## src/rtl/wake_pkg.sv

```systemverilog
package wake_pkg;

  localparam int STAT_W = 10;

  localparam int B_RING  = 0;
  localparam int B_SMB   = 1;
  localparam int B_RSVD  = 2;
  localparam int B_TCO   = 3;
  localparam int B_CODEC = 4;
  localparam int B_USB0  = 5;
  localparam int B_USB1  = 6;
  localparam int B_STBY  = 7;
  localparam int B_THERM = 8;
  localparam int B_TOVR  = 9;

  localparam int USB_LANES = 2;

  // bits that physically exist (reserved bit removed)
  localparam logic [STAT_W-1:0] IMPL_MASK = ~(STAT_W'(1) << B_RSVD);

  // bits allowed to raise the power-management event
  localparam logic [STAT_W-1:0] EVT_CAP_MASK =
      (STAT_W'(1) << B_RING)  | (STAT_W'(1) << B_TCO)  |
      (STAT_W'(1) << B_CODEC) | (STAT_W'(1) << B_USB0) |
      (STAT_W'(1) << B_USB1)  | (STAT_W'(1) << B_STBY) |
      (STAT_W'(1) << B_THERM);

  localparam logic [2:0] SLEEP_S1 = 3'd1;

  typedef struct packed {
    logic [STAT_W-1:0] setMask;     // hardware set requests, one per bit
    logic              clrStatus;   // write-one-to-clear strobe
    logic              loadEnable;  // enable register load strobe
    logic              rdSelEnable; // read mux select
  } ctrlStrobes_t;

endpackage

```

## src/rtl/wake_sync.sv

```systemverilog
module wake_sync #(
  parameter int              WIDTH   = 1,
  parameter int              STAGES  = 2,
  parameter logic [WIDTH-1:0] RST_VAL = '0
) (
  input  logic             clk,
  input  logic             rstN,
  input  logic [WIDTH-1:0] asyncIn,
  output logic [WIDTH-1:0] syncOut
);

  logic [STAGES-1:0][WIDTH-1:0] chainQ;

  always_ff @(posedge clk or negedge rstN) begin
    if (!rstN) begin
      for (int s = 0; s < STAGES; s++) chainQ[s] <= RST_VAL;
    end else begin
      chainQ[0] <= asyncIn;
      for (int s = 1; s < STAGES; s++) chainQ[s] <= chainQ[s-1];
    end
  end

  assign syncOut = chainQ[STAGES-1];

endmodule

```

## src/rtl/wake_ctrl.sv

```systemverilog
module wake_ctrl
  import wake_pkg::*;
#(
  parameter int BCLK_TIMEOUT = 64,
  parameter int SYNC_STAGES  = 2
) (
  input  logic                 clk,
  input  logic                 rstN,
  input  logic                 regAddr,
  input  logic                 regWrEn,
  input  logic                 ringInN,
  input  logic                 smbWakeReq,
  input  logic                 tcoSciReq,
  input  logic [1:0]           codecSdin,
  input  logic                 codecBitClk,
  input  logic                 codecGlobalInt,
  input  logic [USB_LANES-1:0] usbWakeReq,
  input  logic                 standbyTimeout,
  input  logic [2:0]           sleepState,
  input  logic                 thermPin,
  input  logic                 thermPolHigh,
  input  logic                 thermOverride,
  output ctrlStrobes_t         strobes
);

  localparam int CNT_W  = $clog2(BCLK_TIMEOUT + 1);
  localparam int ASYNC_W = 5;
  // order: {ring, therm, bitclk, sdin[1:0]}; ring idles high
  localparam logic [ASYNC_W-1:0] ASYNC_RST = 5'b10000;

  logic [ASYNC_W-1:0] syncVec;
  logic               ringSync, thermSync, bclkSync;
  logic [1:0]         sdinSync;

  wake_sync #(
    .WIDTH  (ASYNC_W),
    .STAGES (SYNC_STAGES),
    .RST_VAL(ASYNC_RST)
  ) uSync (
    .clk    (clk),
    .rstN   (rstN),
    .asyncIn({ringInN, thermPin, codecBitClk, codecSdin}),
    .syncOut(syncVec)
  );

  assign {ringSync, thermSync, bclkSync, sdinSync} = syncVec;

  // edge history
  logic ringPrevQ, thermActPrevQ, bclkPrevQ;
  logic thermActive;
  logic ringFall, thermRise, bclkEdge;

  assign thermActive = (thermSync == thermPolHigh);
  assign ringFall    = ringPrevQ & ~ringSync;
  assign thermRise   = thermActive & ~thermActPrevQ;
  assign bclkEdge    = bclkSync ^ bclkPrevQ;

  always_ff @(posedge clk or negedge rstN) begin
    if (!rstN) begin
      ringPrevQ     <= 1'b1;
      thermActPrevQ <= 1'b1;
      bclkPrevQ     <= 1'b0;
    end else begin
      ringPrevQ     <= ringSync;
      thermActPrevQ <= thermActive;
      bclkPrevQ     <= bclkSync;
    end
  end

  // bit clock idle watchdog
  logic [CNT_W-1:0] idleCntQ;
  logic             bclkStopped;

  assign bclkStopped = (idleCntQ == CNT_W'(BCLK_TIMEOUT));

  always_ff @(posedge clk or negedge rstN) begin
    if (!rstN) begin
      idleCntQ <= '0;
    end else if (bclkEdge) begin
      idleCntQ <= '0;
    end else if (!bclkStopped) begin
      idleCntQ <= idleCntQ + CNT_W'(1);
    end
  end

  logic codecWake;
  assign codecWake = (bclkStopped & (|sdinSync)) | codecGlobalInt;

  always_comb begin
    strobes                 = '0;
    strobes.setMask[B_RING]  = ringFall;
    strobes.setMask[B_SMB]   = smbWakeReq;
    strobes.setMask[B_TCO]   = tcoSciReq;
    strobes.setMask[B_CODEC] = codecWake;
    strobes.setMask[B_USB0]  = usbWakeReq[0];
    strobes.setMask[B_USB1]  = usbWakeReq[1];
    strobes.setMask[B_STBY]  = standbyTimeout & (sleepState == SLEEP_S1);
    strobes.setMask[B_THERM] = thermRise;
    strobes.setMask[B_TOVR]  = thermOverride;
    strobes.clrStatus        = regWrEn & ~regAddr;
    strobes.loadEnable       = regWrEn & regAddr;
    strobes.rdSelEnable      = regAddr;
  end

  AST_RING_ONE_SHOT: assert property (@(posedge clk) disable iff (!rstN)
    strobes.setMask[B_RING] |=> !strobes.setMask[B_RING]);

  AST_THERM_ONE_SHOT: assert property (@(posedge clk) disable iff (!rstN)
    strobes.setMask[B_THERM] |=> !strobes.setMask[B_THERM]);

  AST_CODEC_NEEDS_IDLE: assert property (@(posedge clk) disable iff (!rstN)
    (strobes.setMask[B_CODEC] && !codecGlobalInt) |-> !$past(bclkEdge));

endmodule

```

## src/rtl/wake_dp.sv

```systemverilog
module wake_dp
  import wake_pkg::*;
(
  input  logic              clk,
  input  logic              rstN,
  input  ctrlStrobes_t      strobes,
  input  logic [STAT_W-1:0] wrData,
  output logic [STAT_W-1:0] rdData,
  output logic              pmEvent
);

  logic [STAT_W-1:0] statusQ, statusNext;
  logic [STAT_W-1:0] enableQ, enableNext;
  logic [STAT_W-1:0] clrMask;

  assign clrMask = strobes.clrStatus ? wrData : '0;

  // per-bit variant: reserved/non-capable bits are tied off
  for (genvar i = 0; i < STAT_W; i++) begin : gBit
    if (IMPL_MASK[i]) begin : gStat
      assign statusNext[i] = strobes.setMask[i] | (statusQ[i] & ~clrMask[i]);
    end else begin : gStatRsvd
      assign statusNext[i] = 1'b0;
    end
    if (EVT_CAP_MASK[i]) begin : gEn
      assign enableNext[i] = strobes.loadEnable ? wrData[i] : enableQ[i];
    end else begin : gEnNone
      assign enableNext[i] = 1'b0;
    end
  end

  always_ff @(posedge clk or negedge rstN) begin
    if (!rstN) begin
      statusQ <= '0;
      enableQ <= '0;
    end else begin
      statusQ <= statusNext;
      enableQ <= enableNext;
    end
  end

  assign rdData  = strobes.rdSelEnable ? enableQ : statusQ;
  assign pmEvent = |(statusQ & enableQ & EVT_CAP_MASK);

  AST_SET_WINS: assert property (@(posedge clk) disable iff (!rstN)
    ((strobes.setMask & IMPL_MASK) != '0) |=>
      ((statusQ & $past(strobes.setMask & IMPL_MASK)) == $past(strobes.setMask & IMPL_MASK)));

  AST_CLEAR_TAKES: assert property (@(posedge clk) disable iff (!rstN)
    strobes.clrStatus |=> ((statusQ & $past(wrData & ~strobes.setMask)) == '0));

  AST_STICKY: assert property (@(posedge clk) disable iff (!rstN)
    1'b1 |=> ((($past(statusQ) & ~$past(clrMask)) & ~statusQ) == '0));

endmodule

```

## src/rtl/wake_status_reg.sv

```systemverilog
module wake_status_reg
  import wake_pkg::*;
#(
  parameter int BCLK_TIMEOUT = 64,
  parameter int SYNC_STAGES  = 2
) (
  input  logic        clk,
  input  logic        rstN,
  input  logic        regAddr,
  input  logic        regWrEn,
  input  logic [9:0]  regWrData,
  output logic [9:0]  regRdData,
  input  logic        ringInN,
  input  logic        smbWakeReq,
  input  logic        tcoSciReq,
  input  logic [1:0]  codecSdin,
  input  logic        codecBitClk,
  input  logic        codecGlobalInt,
  input  logic [1:0]  usbWakeReq,
  input  logic        standbyTimeout,
  input  logic [2:0]  sleepState,
  input  logic        thermPin,
  input  logic        thermPolHigh,
  input  logic        thermOverride,
  output logic        pmEvent
);

  ctrlStrobes_t strobes;

  wake_ctrl #(
    .BCLK_TIMEOUT(BCLK_TIMEOUT),
    .SYNC_STAGES (SYNC_STAGES)
  ) uCtrl (
    .clk           (clk),
    .rstN          (rstN),
    .regAddr       (regAddr),
    .regWrEn       (regWrEn),
    .ringInN       (ringInN),
    .smbWakeReq    (smbWakeReq),
    .tcoSciReq     (tcoSciReq),
    .codecSdin     (codecSdin),
    .codecBitClk   (codecBitClk),
    .codecGlobalInt(codecGlobalInt),
    .usbWakeReq    (usbWakeReq),
    .standbyTimeout(standbyTimeout),
    .sleepState    (sleepState),
    .thermPin      (thermPin),
    .thermPolHigh  (thermPolHigh),
    .thermOverride (thermOverride),
    .strobes       (strobes)
  );

  wake_dp uDp (
    .clk    (clk),
    .rstN   (rstN),
    .strobes(strobes),
    .wrData (regWrData),
    .rdData (regRdData),
    .pmEvent(pmEvent)
  );

endmodule

```

## config.mk

```make
export PLATFORM = sky130hd
export DESIGN_NAME = wake_status_reg
export DESIGN_NICKNAME = d
export VERILOG_FILES = /design/src/rtl/wake_pkg.sv /design/src/rtl/wake_sync.sv /design/src/rtl/wake_ctrl.sv /design/src/rtl/wake_dp.sv /design/src/rtl/wake_status_reg.sv
export SDC_FILE = /design/constraint.sdc
export NUM_CORES = 1
export LEC_CHECK = 0
export BUFFER_PORTS_ARGS = -buffer_cell sky130_fd_sc_hd__buf_4
export CAP_MARGIN = 20
export CORE_AREA = 2 2 58 60
export CTS_BUF_LIST = sky130_fd_sc_hd__clkbuf_8
export DETAILED_ROUTE_END_ITERATION = 8
export DIE_AREA = 0 0 60 62
export HOLD_SLACK_MARGIN = 0.12
export PLACE_DENSITY = 0.89
export SLEW_MARGIN = 20
export SYNTH_ARGS = -nofsm -noshare
export SYNTH_HDL_FRONTEND = slang
export SYNTH_HIERARCHICAL = 1
export SYNTH_SLANG_ARGS = --single-unit
```

## constraint.sdc

```tcl
create_clock -name clk -period 1.8 [get_ports clk]
set_clock_uncertainty 0.05 [all_clocks]
set_input_delay 0.18 -clock clk [delete_from_list [all_inputs] [get_ports clk]]
set_output_delay 0.18 -clock clk [all_outputs]
set_load 0.05 [all_outputs]
```

==> results.txt, run 1 <==
The flow ran to the end, and the final reports show no timing, DRC or antenna violations. In this run the horizontal extent of the chip is 60 µm. The placed wire-length estimate after detailed placement is 2080 µm, and the setup TNS after final layout is 0 ns. The tools report the via count of the first global-routing pass as 1160. The H-tree was split into 2 levels. The run gives 0 as the final number of max-transition violations. The total vias in the final route is 1114, and the post-route total power is 0.00189 W. The logs give 225 for the layout filler cell count and 0 for the total count of hold-check failures in the final report. The worst setup path is launched from a flip-flop. The number of instances in the synthesized netlist is 135.

After synthesis, the mean cell area works out to 12.0 µm². The final number of setup-violating endpoints was 0. The total of buffers placed on input and output ports is 38. The die is 62 µm tall.

The worst hold path passes through 3 cells. Relative to the synthesized area, the layout overhead comes to 30.8%. Number of antenna-violating nets in the routed design: 0.

The number of inserted diodes is 0. The logs give 3720 µm² for the area of the die and 21 for the row count. The synthesized netlist occupies a cell area of 1620 µm².

Clock tree synthesis inserted a total of 5 buffers. The run gives 3100 µm as the post-detailed-routing wire length. For this design the ratio of total power to cell area is 894 nW/µm². Data on the critical path is required at its endpoint by 1.57 ns.

After detailed routing, the average wire length per cell comes to 13.5 µm. The relative slew slack came out at 63.7%. The data arrival time of the critical path was 1.35 ns.

Counting along the longest clock path gives a buffer depth of 2. The post-route netlist has 37.5% of its cells at a drive strength greater than 1. The iteration count of the initial detailed-routing pass is 4, and the initial antenna violation count is 0. The fmax came out at 631 MHz. After global routing the overflow that remains totals 0.

The number of clock sinks was 36. Entering global routing, the biggest net connects 37 pins. Using the TritonRoute via totals, the vias-per-cell ratio works out to 4.84.

Post-CTS timing repair inserted 0 buffers for setup. The logs give 41 for the number of top-level design ports and 18.5% for the overall global routing resource usage. For this configuration, the core starts out at a cell density of 50.9%. Kind of capture point of the worst setup path: an output port. The logs give 0.000542 V for the worst-case vdd ir drop and 0 for the DRC violation count after routing. The final layout contains 215 nets. Max-cap violations in this run came to 0. TritonCTS built the clock tree. Total of cells resized after clock tree synthesis: 0.

Setup repair after global routing left no endpoint under its margin. For this design, the CTS-stage hold fixing added 20 buffers. The clock reaches the later pin of the worst-skew pair after 0.29 ns. The share of the cycle needed by the critical path after routing came out at 88.0%.

In this run the cell area measured after placement is 1830 µm². The CTS clock-pin slew for the worst setup and hold paths is 0.07 ns. The routed design could run at a clock period as short as 1.58 ns. Area of the placeable core: 3180 µm². The root buffer selected by CTS is clkbuf_8. The weighted congestion at the end of routability-driven global placement came out at 0.764.

The worst hold path belongs to the class input port to flip-flop. The measured slew at the worst slew-check pin works out to 0.542 ns. The worst setup path category is flip-flop to output port. Counting cells, the worst reg-to-reg path comes to 3.

In this run the static leakage power is 0.943 nW. The first global-routing pass estimated 4820 µm of wire. During synthesis, Yosys emitted a total of 6 warnings. For the detailed router's first-iteration violation count, the log shows 16. Along the worst path, the maximum fanout reaches 3. The number of nets handed over by synthesis was 167. The total non-filler cell area in the finished layout is 2120 µm².
cell type report:
| class | count | area (µm²) | area share [%] |
|---|---|---|---|
| clock buffers | 5 | 68.8 | 3.25 |
| well taps | 46 | 57.6 | 2.72 |
| inverters | 3 | 11.3 | 0.532 |
| flip-flops and latches | 36 | 906 | 42.8 |
| repair buffers | 59 | 493 | 23.3 |
| multi-input cells | 78 | 561 | 26.5 |
| clock inverters | 3 | 18.8 | 0.887 |
registers in the layout (all words and copies together), names as in the netlist:
name,count
uCtrl/bclkPrevQ,1
uCtrl/idleCntQ,7
uCtrl/ringPrevQ,1
uCtrl/thermActPrevQ,1
uCtrl/uSync/chainQ,5
uCtrl/uSync/syncOut,5
uDp/enableQ,7
uDp/statusQ,9
worst max-delay path, cell delays in order (launching register included):
cell and delay (ns):
dfrtp_1 0.41, a222oi_1 0.33, nand3_1 0.12, buf_4 0.21
layout by cell type, fill, tap and decap left out:
cell type / count
nor4bb_1: 1
nor2_1: 3
clkinv_2: 2
a222oi_1: 1
a21oi_1: 5
mux2_2: 14
nor4_1: 1
a22oi_1: 2
buf_4: 39
nor3_1: 2
conb_1: 1
dfstp_2: 4
nor2b_1: 4
and2_1: 2
nand3_1: 5
xnor2_1: 1
o21ai_0: 4
dlygate4sd3_1: 20
a21o_1: 9
nand2_1: 11
xor2_1: 3
nand2b_1: 1
or4_4: 1
and2b_2: 2
clkbuf_8: 5
clkinv_4: 1
ha_1: 2
o31ai_2: 1
dfrtp_1: 32
or3_1: 2
inv_1: 3
path summary, 6_finish.rpt:
check	startpoint	to	slack (ns)
setup / recovery	uDp/enableQ[7]	pmEvent	0.22
hold / removal	regWrData[1]	uDp/statusQ[1]	0.14
setup reg to reg	uCtrl/idleCntQ[3]	uCtrl/idleCntQ[2]	0.27
hold reg to reg	uCtrl/uSync/chainQ[3]	uCtrl/uSync/syncOut[3]	0.30
max in group asynchronous	rstN	uCtrl/ringPrevQ	1.03
min in group asynchronous	rstN	uDp/statusQ[8]	0.33
report_power, final:
group / internal [W] / leakage [nW] / switching (W)
clock: 0.000269 / 0.0479 / 0.000286
combinational: 0.000189 / 0.480 / 0.000217
sequential: 0.000880 / 0.415 / 0.0000495
total: 0.00134 / 0.943 / 0.000553
metal layers:
metal	track usage (%)	vias to the layer above	part of all wire, %
met1	17.9	532	40
met3	5.18	7	4.8
met4	10.2	0	2.1
met5	0	-	0
li1	-	541	-
met2	35.2	34	53
per-stage QoR:
| step | utilization (%) | hold WS [ns] | worst slack, ns | cells |
|---|---|---|---|---|
| after floorplan | - | -0.166 | 0.332 | 135 |
| after global placement | 57.5 | 0.0986 | 0.391 | 202 |
| after detailed placement | 57.5 | 0.104 | 0.327 | 202 |
| after CTS | 66.5 | 0.140 | 0.207 | 230 |
| after global routing | 66.5 | 0.146 | 0.102 | 230 |
| final | 66.5 | 0.137 | 0.216 | 230 |
(Power assumes the default switching activity.)
==> run 2, diff against run 1 <==
--- a/config.mk
+++ b/config.mk
@@ -11,8 +11,11 @@
 export CTS_BUF_LIST = sky130_fd_sc_hd__clkbuf_8
 export DETAILED_ROUTE_END_ITERATION = 8
 export DIE_AREA = 0 0 60 62
+export GPL_TIMING_DRIVEN = 0
 export HOLD_SLACK_MARGIN = 0.12
 export PLACE_DENSITY = 0.89
+export RECOVER_POWER = 50
+export REMOVE_ABC_BUFFERS = 1
 export SLEW_MARGIN = 20
 export SYNTH_ARGS = -nofsm -noshare
 export SYNTH_HDL_FRONTEND = slang
==> run 2 against run 1 <==
  * Combinational power rose by 1%
  * Largest power group unchanged
  * Critical path depth rose by 2
  * Die area did not move
  * Count of clock-buffer cells in the layout rose by 1
  * Critical path type is now input port to flip-flop
  * Final cell count did not move
  * Final area rose by 0.12%
  * First-iteration DRC count rose to 3.8 times the previous value
==> results.txt, run 2 (synthesis gave the netlist of run 1 again) <==
The clock latency of the later-clocked register in the worst-skew pair came out at 0.28 ns. Setup repair after global routing left no endpoint under its margin. By startpoint and endpoint, the worst setup path is classified as input port to flip-flop. The tools report the setup TNS after final layout as 0 ns. For this design, the slowest cell found on the critical path is dlygate4sd3_1.

The most flop-heavy register is uDp/statusQ. The repair_antennas step left the layout with diodes totalling 0. The required time at the endpoint of the critical path was 1.92 ns; the final critical-path required period was 1.65 ns. Timing would allow up to 605 MHz. The flow ran to the end, and the final reports show no timing, DRC or antenna violations. The tools report the net total in the final layout as 215. The tool flagged a number of max-cap violations equal to 0. The tools report the iteration count of the initial detailed-routing pass as 4.

The final layout contains routed wiring with a total length of 3420 µm. The number of buffers and inverters on the critical path is 2. The sequential cell fraction of total power is 48.8%, and the via-per-instance ratio is 5.08. Across the VDD grid, the largest voltage drop is 0.000690 V. TritonCTS built the clock tree. In the layout the commonest cells are buf_4, dfrtp_1, dlygate4sd3_1.

The logs give 0 for the final number of setup-violating endpoints and 0.31 ns for the slack of the worst reg-to-reg path. The count of cells along the worst hold path is 3, and the total of buffers placed on input and output ports is 38. The total of cells resized after clock tree synthesis was 0. Counting cells, the worst reg-to-reg path comes to 3. At the end of routability-driven placement, the weighted congestion stood at 0.824. In this run the worst path has a maximum fanout of 11. The classification of the worst-slack hold path was input port to flip-flop.

The number of antenna-violating nets in the routed design came out at 0. For the pin with the worst max-slew slack, the measured transition is 0.853 ns. The worst setup path is launched from an input port. After detailed routing, the number of remaining DRC violations is 0. The worst hold path begins at regWrData[9]. Counting the buffers created by CTS gives 5. In the global route stage, overall resource usage came out at 20.1%. Dividing total power by cell area gives a power density of 902 nW/µm². The tools report the share of total power in the clock network as 29.6%. The utilization of the core after routing is 66.6%, and the final number of max-transition violations is 0. The die covers 3720 µm². Entering global routing, the biggest net connects 37 pins.

The destination of the worst hold path is uDp/statusQ[9]. The tools report the beginning of the worst register-to-register path as uCtrl/idleCntQ[3]. The first global-routing pass estimated 5210 µm of wire. The combinational group share of total power is 21.6%, and the share of the cycle needed by the critical path after routing is 91.8%.

In this run the number of H-tree levels came out at 2. The total area inside the core boundary comes to 3180 µm². Pin placement for this block handled 41 I/O pins. In this run the critical register-to-register path is captured at uCtrl/idleCntQ[1]. STA classifies the critical path endpoint as a flip-flop. The data arrival time of the critical path came out at 1.78 ns. For this block, the initial DRC count from the detailed router was 60. The relative slew slack was 43.1%; the worst stage delay on the critical path was 0.55 ns. After layout, the design draws a total of 0.00191 W. In the final routed layout, each cell accounts on average for 14.9 µm.

The x dimension of the die was 60 µm. The run gives 1203 as the via count of the first global-routing pass. Traced cell by cell, the critical path runs through buf_4 -> nor2b_1 -> nand2_1 -> a21o_1 -> dlygate4sd3_1. The total count of hold-check failures in the final report is 0. The run gives 50.9% as the effective utilization at floorplan. For the static power due to leakage, the log shows 0.943 nW. The reported net switching power came out at 0.000541 W. In this run switching power makes up 28.3% of total power. Of the cells placed in the final design, the portion with a size suffix greater than 1 is 35.3%. Leftover overflow at the end of global routing: 0.

Detailed routing inserted a total of 1168 vias. The family with the most delay on the worst path is buffers and inverters. The tools report the maximum clock path buffer count as 2.

The largest registers in the layout are uDp/statusQ (9), uCtrl/idleCntQ (7), uDp/enableQ (7). The initialized floorplan defines 21 standard-cell rows. Die extent in y: 62 µm.

The placed wire-length estimate after detailed placement is 2210 µm. The post-synthesis to final-layout area growth works out to 30.9%. The tree is rooted in a clkbuf_8.

The register with the most flip-flops in the layout has 9 of them. The run gives 36 as the number of clock sinks. The CTS clock-pin slew for the worst setup and hold paths was 0.07 ns; the initial antenna violation count was 0. The internal portion of the total power is 0.00137 W.
run 2: cell types whose count changed in the layout (fill, tap and decap cells not counted), sizes merged:
cell	before	now
buf	39	32
clkbuf	5	12
clkinv	3	0
inv	3	5
dlygate4sd3	20	21
run 2: worst max-delay path by stage:
stage,start,endpoint,slack (ns),cells after the start
6_report,regAddr,uDp/statusQ[3],0.15,5
2_1_floorplan,uCtrl/idleCntQ[3],uDp/statusQ[4],0.43,3
3_3_place_gp,uCtrl/idleCntQ[3],uDp/statusQ[4],0.38,3
3_5_place_dp,uCtrl/idleCntQ[3],uCtrl/idleCntQ[1],0.33,3
4_1_cts,uDp/enableQ[7],pmEvent,0.17,3
5_1_grt,regAddr,uDp/statusQ[3],0.05,5
run 2: area by class of cell:
| class | instances | area (µm²) |
|---|---|---|
| tap | 46 | 57.6 |
| clock inverter | 2 | 7.51 |
| clock buffer | 6 | 82.6 |
| fill | 223 | 1060 |
| multi-input combinational | 78 | 561 |
| sequential | 36 | 906 |
| timing repair buffer | 59 | 493 |
| inverter | 3 | 11.3 |
run 2: per-layer routing:
layer	wire, µm	up-vias	GRT usage (%)
met3	163	17	5.38
met5	0	-	0
met4	174	0	15.6
li1	-	540	-
met2	1810	40	32.8
met1	1280	571	22.5
run 2: timing repair:
| item | 4_1_cts | 5_1_grt |
|---|---|---|
| hold buffers | 21 | 0 |
| hold endpoints to repair | 51 | 0 |
| setup buffers | 0 | 0 |
run 2: stage by stage:
| step | setup WS [ns] | cell area [µm²] | instances | hold WS, ns |
|---|---|---|---|---|
| CTS | 0.173 | 2120 | 230 | 0.125 |
| global route | 0.0464 | 2120 | 230 | 0.149 |
| global placement | 0.380 | 1820 | 201 | 0.0953 |
| detailed placement | 0.326 | 1820 | 201 | 0.107 |
| floorplan | 0.426 | 1480 | 117 | -0.166 |
| finish | 0.148 | 2120 | 230 | 0.146 |
run 2: worst min-delay path: cells and delay by family:
family	cells	cell delay, ns
AO/OA/AOI/OAI	1	0.11
buffers and inverters	1	0.11
AND/OR/NAND/NOR	1	0.05
run 2: power groups by stage:
stage	Clock [W]	Sequential (W)	Combinational [W]
after global routing	0.000614	0.000939	0.000438
after global placement	0	0.000937	0.000354
final	0.000566	0.000932	0.000412
after CTS	0.000586	0.000929	0.000409
after floorplan	0	0.000929	0.000236
after detailed placement	0	0.000945	0.000371
==> run 3, diff against run 2 <==
--- a/config.mk
+++ b/config.mk
@@ -5,18 +5,18 @@
 export SDC_FILE = /design/constraint.sdc
 export NUM_CORES = 1
 export LEC_CHECK = 0
-export BUFFER_PORTS_ARGS = -buffer_cell sky130_fd_sc_hd__buf_4
 export CAP_MARGIN = 20
-export CORE_AREA = 2 2 58 60
+export CORE_AREA = 2 2 56 58
 export CTS_BUF_LIST = sky130_fd_sc_hd__clkbuf_8
 export DETAILED_ROUTE_END_ITERATION = 8
-export DIE_AREA = 0 0 60 62
+export DIE_AREA = 0 0 58 60
+export DONT_BUFFER_PORTS = 1
 export GPL_TIMING_DRIVEN = 0
 export HOLD_SLACK_MARGIN = 0.12
-export PLACE_DENSITY = 0.89
+export PLACE_DENSITY = 0.82
 export RECOVER_POWER = 50
 export REMOVE_ABC_BUFFERS = 1
-export SLEW_MARGIN = 20
+export SLEW_MARGIN = 40
 export SYNTH_ARGS = -nofsm -noshare
 export SYNTH_HDL_FRONTEND = slang
 export SYNTH_HIERARCHICAL = 1
==> run 3 against run 2 <==
  * Hold slack better by 0.064 ns
  * Die area is 6.5% lower
  * Sequential power hardly changed
  * Final area is 11% lower
  * Core utilization is 1.5 points lower
  * Clock power is 2% lower
  * Combinational power is 19% lower
  * Final cell count is 19% lower
  * Count of clock-buffer cells in the layout stayed put
  * Via count is 11% lower
  * Routed wire length is 5.7% lower
==> results.txt, run 3 (synthesis gave the netlist of run 1 again) <==
The startpoint identified for the worst hold timing path is regAddr. STA classifies the critical path endpoint as an output port. At the end of routability-driven placement, the weighted congestion stood at 0.833. The worst stage delay on the critical path was 0.42 ns; the first-pass GRT wire length was 4960 µm. Beginning of the worst register-to-register path: uCtrl/idleCntQ[3]. The destination of the worst hold path was uDp/statusQ[4].

On the critical path the largest part of the delay comes from flip-flops. Across the VDD grid, the largest voltage drop is 0.000761 V. Of all nets on the critical path, the largest fanout is 3.

The tree is rooted in a clkbuf_8. In this run the worst hold path is classified as input port to flip-flop. For this design, the sink count on the clock tree is 36.

The finished layout holds 186 standard cells, fillers aside. Entering global routing, the biggest net connects 37 pins. The logs give 0 ns for the setup TNS after final layout and 1900 µm for the placed wire-length estimate after detailed placement. Counting instances, the worst hold path has a depth of 3. Based on the critical path, the design can be clocked at up to 596 MHz. For the via count of the first global-routing pass, the log shows 1057. In this run the power density over the cells is 963 nW/µm².

The initial utilization of the core area, before any placement, comes to 55.7%. The final setup slack of the worst path came out at 0.122 ns. The largest individual stage delay along the critical path comes from the cell dfrtp_1. For this run, design rule violations remaining after detail routing come to 0.

STA puts the critical path data arrival time at 1.45 ns. The run finished with clean final reports. The die extent in y came out at 60 µm. The total vias in the final route was 1036. The final critical path takes up 93.2% of the cycle.

The number of clock buffers added by TritonCTS is 5. The largest registers in the layout are uDp/statusQ (9), uCtrl/idleCntQ (7), uDp/enableQ (7). Setup repair after global routing left no endpoint under its margin. The worst pin sits at a relative slew slack of 43.4%. The number of H-tree branching levels came out at 2. The cell depth of the worst flop-to-flop path was 3. Number of antenna-violating nets in the routed design: 0. The flip-flop count of the largest register after layout is 9, and the final number of setup-violating endpoints is 0.

Area of the die: 3480 µm². The x dimension of the die was 58 µm; the overall global routing resource usage was 20.6%. At the pin with the least slew margin, the transition time is 0.850 ns. The post-synthesis to final-layout area growth is 16.8%. The routed length per placed instance works out to 17.3 µm. The top cell types in the final layout, fill and taps aside, are dfrtp_1, dlygate4sd3_1, mux2_2. The placement-stage worst setup slack is 0.269 ns, and the initial antenna violation count is 0. For the final number of max-transition violations, the log shows 0.

The critical path goes through a222oi_1 -> nand3_2. For the static power due to leakage, the log shows 0.788 nW. The library cell used most frequently in the layout, excluding fill and tap cells, is dfrtp_1. The slack of the worst reg-to-reg path was 0.26 ns. STA puts the critical path data required time at 1.57 ns. The repair_antennas step left the layout with diodes totalling 0. The first detailed-routing pass ran for 4 iterations.

Total count of hold-check failures in the final report: 0. For the leftover overflow at the end of global routing, the log shows 0. Across the run, the number of max-cap violations was 0. In this run the critical register-to-register path is captured at uDp/statusQ[4]. The tools report the startpoint kind of the worst setup timing path as a flip-flop.

After the last flow step, the layout net total stands at 184. The tools report the placed cell count as 150. The tools report the post-detailed-routing wire length as 3220 µm.

No sink is reached through more buffers than the 2 on the longest clock path. In this run the count of I/O pins placed on the die edge is 41. Counting I/O delays and the setup requirement, the final critical path takes 1.68 ns. The clock latency of the later-clocked register in the worst-skew pair came out at 0.28 ns. Dividing the detail-routed via count by the number of cells gives 5.57. The critical path in this run is classified as flip-flop to output port.

The number of buffers and inverters on the critical path is 0. uDp/statusQ holds more flip-flops than any other register. The fraction of final layout cells sized beyond drive strength 1 works out to 19.6%. The floorplan has 20 rows. The CTS clock-pin slew for the worst setup and hold paths is 0.07 ns, and the total of buffers placed on input and output ports is 0. The area of the placeable core came out at 2900 µm². The tools report the detailed router's first-iteration violation count as 30.

TritonCTS built the clock tree.
-- run 3: cell types whose count changed in the layout (fill, tap and decap cells not counted), sizes merged --
cell | previous run | this run
buf | 32 | 0
dlygate4sd3 | 21 | 27
clkbuf | 12 | 7
-- run 3: how the worst max path moves through the flow --
stage	slack (ns)	cells past startpoint	to	from
floorplan	0.43	3	uDp/statusQ[4]	uCtrl/idleCntQ[3]
global placement	0.31	3	uDp/statusQ[4]	uCtrl/idleCntQ[3]
detailed placement	0.27	3	uDp/statusQ[4]	uCtrl/idleCntQ[3]
CTS	0.06	2	pmEvent	uDp/enableQ[7]
global route	0.06	2	pmEvent	uDp/enableQ[7]
finish	0.12	2	pmEvent	uDp/enableQ[7]
-- run 3: metal layers --
layer | vias up | track usage [%] | routed length [µm]
met3 | 6 | 8.23 | 186
met2 | 34 | 34.9 | 1780
met4 | 0 | 9.30 | 57
li1 | 474 | - | -
met1 | 522 | 22.9 | 1200
met5 | - | 0 | 0
-- run 3: layout make-up --
class / instances / area, µm²
clock buffers: 6 / 82.6
multi-input cells: 78 / 566
well taps: 33 / 41.3
fillers: 212 / 1010
inverters: 3 / 11.3
clock inverters: 2 / 7.51
flip-flops and latches: 36 / 906
repair buffers: 28 / 275
-- run 3: timing repair --
action | in CTS | in global routing
setup buffers | 0 | 0
hold buffers | 28 | 0
setup endpoints to repair | 0 | 1
hold endpoints to repair | 58 | 0
gates resized for setup | 0 | 1
-- run 3: power by group --
group          internal (W)  switching, W
clock              0.000300      0.000256
sequential         0.000881     0.0000511
combinational      0.000128      0.000204
-- run 3: worst reg2reg max path, stage by stage (launching register included) --
cell and delay, ns:
dfrtp_1 0.43, or4_4 0.59, o31ai_2 0.29, a21o_1 0.12
-- run 3: per-stage QoR --
step	utilization [%]	hold WS (ns)	power [W]	cell area (µm²)
after floorplan	-	-0.166	0.00117	1480
after global placement	52.3	-0.165	0.00119	1520
after detailed placement	52.3	-0.165	0.00121	1520
after CTS	65.4	0.196	0.00184	1900
after global routing	65.1	0.233	0.00190	1890
final	65.1	0.210	0.00182	1890
